[config.mk]
export PLATFORM = sky130hd
export DESIGN_NAME = tag_block_writer
export DESIGN_NICKNAME = d
export VERILOG_FILES = /design/src/rtl/tag_block_writer.sv
export SDC_FILE = /design/constraint.sdc
export NUM_CORES = 1
export LEC_CHECK = 0
export ABC_AREA = 1
export ABC_CLOCK_PERIOD_IN_PS = 5060
export BUFFER_PORTS_ARGS = -buffer_cell sky130_fd_sc_hd__clkbuf_2
export CELL_PAD_IN_SITES_DETAIL_PLACEMENT = 0
export CELL_PAD_IN_SITES_GLOBAL_PLACEMENT = 1
export CORE_MARGIN = 2
export CORE_UTILIZATION = 24
export DETAILED_ROUTE_END_ITERATION = 8
export GPL_TIMING_DRIVEN = 0
export PLACE_DENSITY = 0.5
export SLEW_MARGIN = 25
export SYNTH_ARGS = -nofsm -noshare
export SYNTH_HDL_FRONTEND = slang
export SYNTH_SLANG_ARGS = --single-unit
export TNS_END_PERCENT = 10
[constraint.sdc]
create_clock -name clk -period 5.06 [get_ports clk]
set_input_delay 0.506 -clock clk [delete_from_list [all_inputs] [get_ports clk]]
set_output_delay 0.506 -clock clk [all_outputs]
set_load 0.03 [all_outputs]
[src/rtl/tag_block_writer.sv]
module tag_block_writer #(
  parameter int US_PER_MS    = 1000,
  parameter int POWER_MS     = 150,
  parameter int PROG_MS      = 20,
  parameter int START_GAP_US = 250,
  parameter int GAP_US       = 160,
  parameter int ZERO_US      = 144,
  parameter int ONE_US       = 400,
  parameter int DW           = 32,
  parameter int AW           = 3
) (
  input  logic          clk,
  input  logic          rst_n,
  input  logic          tick_us,
  input  logic          start,
  input  logic [DW-1:0] wr_data,
  input  logic [AW-1:0] wr_block,
  output logic          field_on,
  output logic          busy,
  output logic          done
);
  localparam int NBITS = 3 + DW + AW;
  localparam int UMAX1 = (US_PER_MS > START_GAP_US) ? US_PER_MS : START_GAP_US;
  localparam int UMAX2 = (GAP_US > ZERO_US) ? GAP_US : ZERO_US;
  localparam int UMAX3 = (UMAX1 > UMAX2) ? UMAX1 : UMAX2;
  localparam int UMAX  = (UMAX3 > ONE_US) ? UMAX3 : ONE_US;
  localparam int UW    = $clog2(UMAX + 1);
  localparam int MMAX  = (POWER_MS > PROG_MS) ? POWER_MS : PROG_MS;
  localparam int MW    = $clog2(MMAX + 1);
  localparam int IW    = $clog2(NBITS + 1);

  typedef enum logic [2:0] {S_IDLE, S_PWR, S_SGAP, S_ON, S_OFF, S_PROG, S_DONE} st_t;

  st_t              st;
  logic [NBITS-1:0] sh;
  logic [IW-1:0]    idx;
  logic [UW-1:0]    us_cnt, us_lim;
  logic [MW-1:0]    ms_cnt, ms_lim;
  logic             us_end, ms_end, long_seg, seg_end;

  always_comb begin
    case (st)
      S_PWR, S_PROG: us_lim = UW'(US_PER_MS);
      S_SGAP:        us_lim = UW'(START_GAP_US);
      S_ON:          us_lim = sh[NBITS-1] ? UW'(ONE_US) : UW'(ZERO_US);
      S_OFF:         us_lim = UW'(GAP_US);
      default:       us_lim = UW'(1);
    endcase
  end

  assign long_seg = (st == S_PWR) || (st == S_PROG);
  assign ms_lim   = (st == S_PWR) ? MW'(POWER_MS) : MW'(PROG_MS);
  assign us_end   = tick_us && (us_cnt == us_lim - 1'b1);
  assign ms_end   = us_end && (ms_cnt == ms_lim - 1'b1);
  assign seg_end  = long_seg ? ms_end : us_end;
  assign busy     = (st != S_IDLE);
  assign done     = (st == S_DONE);

  always_ff @(posedge clk or negedge rst_n) begin
    if (!rst_n) begin
      st       <= S_IDLE;
      sh       <= '0;
      idx      <= '0;
      us_cnt   <= '0;
      ms_cnt   <= '0;
      field_on <= 1'b0;
    end else if (st == S_IDLE) begin
      us_cnt <= '0;
      ms_cnt <= '0;
      if (start) begin
        sh       <= {3'b100, wr_data, wr_block};
        idx      <= '0;
        field_on <= 1'b1;
        st       <= S_PWR;
      end
    end else if (st == S_DONE) begin
      st <= S_IDLE;
    end else begin
      if (tick_us) begin
        us_cnt <= us_end ? '0 : us_cnt + 1'b1;
        if (long_seg && us_end) ms_cnt <= ms_end ? '0 : ms_cnt + 1'b1;
      end
      if (seg_end) begin
        case (st)
          S_PWR:  begin st <= S_SGAP; field_on <= 1'b0; end
          S_SGAP: begin st <= S_ON;   field_on <= 1'b1; end
          S_ON:   begin st <= S_OFF;  field_on <= 1'b0; end
          S_OFF: begin
            field_on <= 1'b1;
            if (idx == IW'(NBITS - 1)) st <= S_PROG;
            else begin
              st  <= S_ON;
              idx <= idx + 1'b1;
              sh  <= sh << 1;
            end
          end
          S_PROG: begin st <= S_DONE; field_on <= 1'b0; end
          default: st <= S_IDLE;
        endcase
      end
    end
  end
endmodule


### Word-level counts from Yosys, hierarchy flattened

Cells that the tools add are included.

| word-level totals | value |
|---|---|
| input bits | 39 |
| logic and storage cells | 79 |
| register bits after elaboration | 66 |
| output and inout port bits | 3 |

| operators by class | value |
|---|---|
| equal/unequal tests | 12 |
| add/subtract/negate cells | 5 |
| multiplexer cells | 36 |
| reduce and logical (&&, ||, !) cells | 20 |

Operators with widths:

| cell | count |
|---|---|
| 2-to-1 mux 38 bit | 6 |
| 2-to-1 mux 8 bit | 6 |
| 2-to-1 mux 10 bit | 4 |
| one-hot mux 10 bit (4 select lines) | 1 |
| 2-to-1 mux 6 bit | 6 |
| 2-to-1 mux 3 bit | 5 |
| one-hot mux 3 bit (5 select lines) | 1 |
| adder 10 x 1 -> 10 bit (second input constant) | 1 |
| == test 10 bit | 1 |
| subtractor 10 x 1 -> 10 bit (second input constant) | 1 |
| == test 3 bit (second input constant) | 3 |
| 2-to-1 mux 9 bit | 1 |
| nonzero test 3 bit | 3 |
| adder 8 x 1 -> 8 bit (second input constant) | 1 |
| == test 8 bit | 1 |
| nonzero test 2 bit | 4 |
| subtractor 8 x 1 -> 8 bit (second input constant) | 1 |
| adder 6 x 1 -> 6 bit (second input constant) | 1 |
| == test 3 x 2 -> 1 bit (second input constant) | 2 |
| == test 6 bit (second input constant) | 1 |
| 2-to-1 mux 1 bit | 5 |
| AND reduction 5 bit | 1 |
| inequality test 2 bit (second input constant) | 2 |
| AND reduction 2 bit | 2 |
| other kinds (10) | 13 |

### Longest topological paths before layout

| depth | value |
|---|---|
| depth after elaboration | 12 |
| gate-level depth with buffers | 20 |

### Worst setup path after synthesis

No wires, ideal clock.

| timing path | value |
|---|---|
| path kind | register to register |
| start point | register st[2] |
| end point | register idx[2] |
| stages on the path, launching flop included | 20 |
| setup slack | 2763 ps |
| data arrival time | 2180 ps |
| clock period less this slack | 2297 ps |
| setup time | 117 ps |
| path through | dfrtp_1 > buf_6 > inv_2 > nand3_1 > nand2_1 > inv_1 > ha_1 > nand2_1 > nand2_1 > nor2_1 > nand2_1 > nor2_1 > nand2_1 > nor2_4 > nand3_2 > nand2_4 > nand3_4 > buf_6 > nand2_1 > nand2_1 |

| on the way | value |
|---|---|
| longest elaborated chain between the ends | 10 |

Ends and longest elaborated chain:

| item | line | source |
|---|---|---|
| start, declared | 34 | `st_t st;` |
| start signal, assigned | 61 | `st <= S_IDLE;` |
| start signal, assigned | 74 | `st <= S_PWR;` |
| start signal, assigned | 77 | `st <= S_IDLE;` |
| == test 3 x 1 -> 1 bit or == test 3 bit (tied branches) | 42, 51, 52 |  |
| OR reduction 2 bit | 42 | `case (st)` |
| one-hot mux 10 bit (4 select lines) | 42 |  |
| subtractor 10 x 1 -> 10 bit | 53 | `assign us_end = tick_us && (us_cnt == us_lim - 1'b1);` |
| == test 10 bit | 53 |  |
| logical AND 1 bit | 53 |  |
| logical AND 1 bit | 54 | `assign ms_end = us_end && (ms_cnt == ms_lim - 1'b1);` |
| 2-to-1 mux 1 bit | 55 | `assign seg_end = long_seg ? ms_end : us_end;` |
| nonzero test 2 bit (no source line) | -- |  |
| AND reduction 5 bit (no source line) | -- |  |
| end signal, assigned | 93 | `idx <= idx + 1'b1;` |
| end, declared | 36 | `logic [IW-1:0] idx;` |

Several ways; a longest one is shown, not always the timed one.
A chain may end at the register's enable or synchronous reset.

### Final worst setup path

| timing path | value |
|---|---|
| start point | register st[1] |
| end point | register sh[26] |

| on the way | value |
|---|---|
| longest elaborated chain between the ends | 10 |

Ends and longest elaborated chain:

| item | line | source |
|---|---|---|
| == test 3 x 1 -> 1 bit or == test 3 bit (tied branches) | 42, 51, 52 |  |
| OR reduction 2 bit | 42 |  |
| one-hot mux 10 bit (4 select lines) | 42 |  |
| subtractor 10 x 1 -> 10 bit | 53 |  |
| == test 10 bit | 53 |  |
| logical AND 1 bit | 53 |  |
| logical AND 1 bit | 54 |  |
| 2-to-1 mux 1 bit | 55 |  |
| nonzero test 2 bit (no source line) | -- |  |
| AND reduction 5 bit (no source line) | -- |  |
| end signal, assigned | 71 | `sh <= {3'b100, wr_data, wr_block};` |
| end signal, assigned | 94 | `sh <= sh << 1;` |
| end, declared | 35 | `logic [NBITS-1:0] sh;` |

Several ways; a longest one is shown, not always the timed one.

==> flow_summary_export.csv <==
group,metric,value,unit
critical_path,crit_fanout,10,
cells_and_area,layout.nets,653,
sta,skew,10.2,ps
clock_network,numClockSinks,66,
clock_network,insertion_delay,340,ps
critical_path,crit_path_frequent_cell,"nand2_1",
grt,grt_overflow,0,
clock_network,path_clk_slew,60,ps
critical_path,rrSetupSlack,2280,ps
routing,drtIter0Drc,177,
clock_network,cts_hold_buf,0,
power,powerDensity,561,nW/um^2
sta,fmax,360,MHz
floorplan,die_height,132,um
floorplan,die-area,17500,um^2
cells_and_area,synthToLayoutAreaGrowth,19.1,%
worst_hold_path,hold_class,"in2async",
cells_and_area,drive_gt1_frac,0.144,
critical_path,rr_startpoint,"st[1]",
grt,grt_pass1_wl,19.1,mm
floorplan,io_pins,42,
routing,first_pass_iters,4,
routing,ant_nets,0,
cells_and_area,layout_commonest_cell,"nand2_1",
critical_path,cp_top_family,"simple AND/OR/NAND/NOR gates",
critical_path,path_class,"reg2reg",
clock_network,cts_setup_buffers,0,
floorplan,die_w,132,um
cells_and_area,utilization,0.294,
sta,hold_viol,0,
sta,tns,0,ps
clock_network,cts_tree,"built",
critical_path,critPathLaunchType,"flip-flop",
sta,worst_pin_slew,587,ps
critical_path,timing.rr.end,"sh[26]",
power,total_power,2.64,mW
synthesis,synth_area_leader_cell,"dfrtp_1",
floorplan,start_util,0.247,
clock_network,cts_resized,0,
synthesis,syn-num-nets,601,
placement,port_buffers,41,
synthesis,ys_warn_count,0,
critical_path,worst-path-buf-inv,3,
routing,wl_per_cell,13.6,um
sta,setup_viol,0,
critical_path,crit_path_max_incr_delay,420,ps
clock_network,root_buffer,"clkbuf_16",
routing,num_vias,3689,
synthesis,syn-cell-area,3950,um^2
placement,place.gp.congestion,0.762,
floorplan,core_area,16000,um^2
synthesis,synthTopCellsByArea,"dfrtp_1 (42%), nand2_1 (25%), nand4_1 (8.4%)",
run_status,status,"completed",
sta,min_period,2780,ps
cells_and_area,multi_input_area,1980,um^2
synthesis,yosysTopAreaCellShare,0.419,
critical_path,critPathArrivalTime,3010,ps
cells_and_area,fillers,1857,
placement,dpl-instance-area,4430,um^2
sta,rsz0062_at_grt,"no",
cells_and_area,fin_area,4700,um^2
sta,slew_viol_final,0,
synthesis,syn_inst,557,
cells_and_area,regArea,1650,um^2
sta,min_period_over_period,0.549,
synthesis,yosysSeqAreaShare,0.419,
cells_and_area,diodes,0,
power,vdd_drop_max,223,uV
clock_network,clock_path_buffers,2,
clock_network,numCtsBuffers,9,
critical_path,path_cells,"inv_2 > nand2_4 > nand2_1 > inv_1 > ha_1 > nand2_1 > nand2_1 > nor2_1 > nand2_1 > nor2_1 > nand2_1 > nor2_4 > nand3_2 > nand2_4 > nand3_4 > buf_6 > nand2_1 > nand2_1",
synthesis,synth_cell_types,28,
sta,slew_headroom,0.609,
routing,wl,11.2,mm
critical_path,cp-end-kind,"flip-flop",
grt,grt_use_total,0.136,
critical_path,crit_required,5290,ps
critical_path,crit_slowest_cell,"dfrtp_1",
clock_network,htreeDepth,3,
flow_run,maxCapViolations,0,
placement,hpwlAfterDp,7.63,mm
routing,drcViolationCount,0,
synthesis,syn_area_per_cell,7.08,um^2
synthesis,yosys_register_bits,66,
power,p_leak,2.49,nW
routing,avgViaCountPerCell,4.45,
grt,grt_max_degree,67,
grt,antenna_found_initial,0,
cells_and_area,layout_common_cells,"nand2_1 (258), dfrtp_1 (66), nand4_1 (53)",
floorplan,rows,46,
critical_path,rr_worst_depth,18,
grt,first_global_vias,3745,
worst reg2reg max path: cells and delay by family (launching register included):
family | cells | cell delay, ps
and+or+nand+nor | 14 | 1480
DFF | 1 | 420
adders and majority gates | 1 | 300
buffers and inverters | 3 | 450
kinds of logic (layout without fill, tap and decap cells):
kind of cell / count (synthesis) / in the layout / share of synthesized area
DFF: 66 / 66 / 0.419
and+or+nand+nor: 376 / 376 / 0.417
adders and majority gates: 5 / 5 / 0.0159
buffers and inverters: 69 / 125 / 0.0790
xor gates and xnor gates: 14 / 14 / 0.0311
AOI/OAI and AO/OA: 27 / 27 / 0.0384
sequential cells by signal (all words and copies together), names as in the netlist:
| signal | flops |
|---|---|
| ms_cnt | 8 |
| sh | 38 |
| idx | 6 |
| st | 3 |
| us_cnt | 10 |
| field_on | 1 |
how the worst max path moves through the flow:
| stage | from | endpoint | slack, ps | cells past startpoint |
|---|---|---|---|---|
| floorplan | st[2] | idx[2] | 2760 | 19 |
| global placement | st[1] | sh[14] | 2280 | 18 |
| detailed placement | st[1] | idx[2] | 2240 | 18 |
| CTS | st[1] | sh[16] | 2230 | 18 |
| global route | st[1] | sh[11] | 1940 | 18 |
| finish | st[1] | sh[26] | 2280 | 18 |
synth_stat cells:
master,instances
o21ai_2,1
nor2_4,2
a21boi_0,1
nand3_1,25
nand2_1,258
nand3_2,1
nand2_4,2
xor2_1,12
nor3b_1,1
o21ai_0,16
buf_2,12
nand4_1,53
nor2_1,24
dfrtp_1,66
o22ai_1,6
xnor2_1,2
inv_1,37
o211ai_1,1
buf_6,5
ha_1,5
nor3_1,5
clkbuf_1,11
or2_2,2
o21ai_1,1
nand3_4,1
a21oi_1,1
nand2_2,2
inv_2,4
power by group:
part / internal [mW] / switching (mW)
combinational: 0.387 / 0.871
clock: 0.341 / 0.253
sequential: 0.688 / 0.0963
total: 1.42 / 1.22
area by class of cell:
type	count	share of cell area
clock buffers	10	0.0509
flip-flops and latches	66	0.351
inverters	41	0.0327
repair buffers	41	0.0455
clock inverters	5	0.00666
well taps	216	0.0575
multi-input cells	422	0.422
plain buffers	28	0.0335
stage by stage:
| stage | cells | setup slack [ps] | hold WS (ps) |
|---|---|---|---|
| 3_5_place_dp | 814 | 2240 | 458 |
| 4_1_cts | 829 | 2230 | 201 |
| 3_3_place_gp | 814 | 2280 | 455 |
| 2_1_floorplan | 557 | 2760 | 210 |
| 5_1_grt | 829 | 1940 | 218 |
| 6_report | 829 | 2280 | 174 |
layer usage:
metal	track usage	part of all wire	vias to the layer above
met4	0.0376	0.013	0
met3	0.0358	0.034	12
met2	0.226	0.46	60
met1	0.175	0.49	1710
met5	0	0	-
li1	-	-	1907
(Power assumes the default switching activity.)
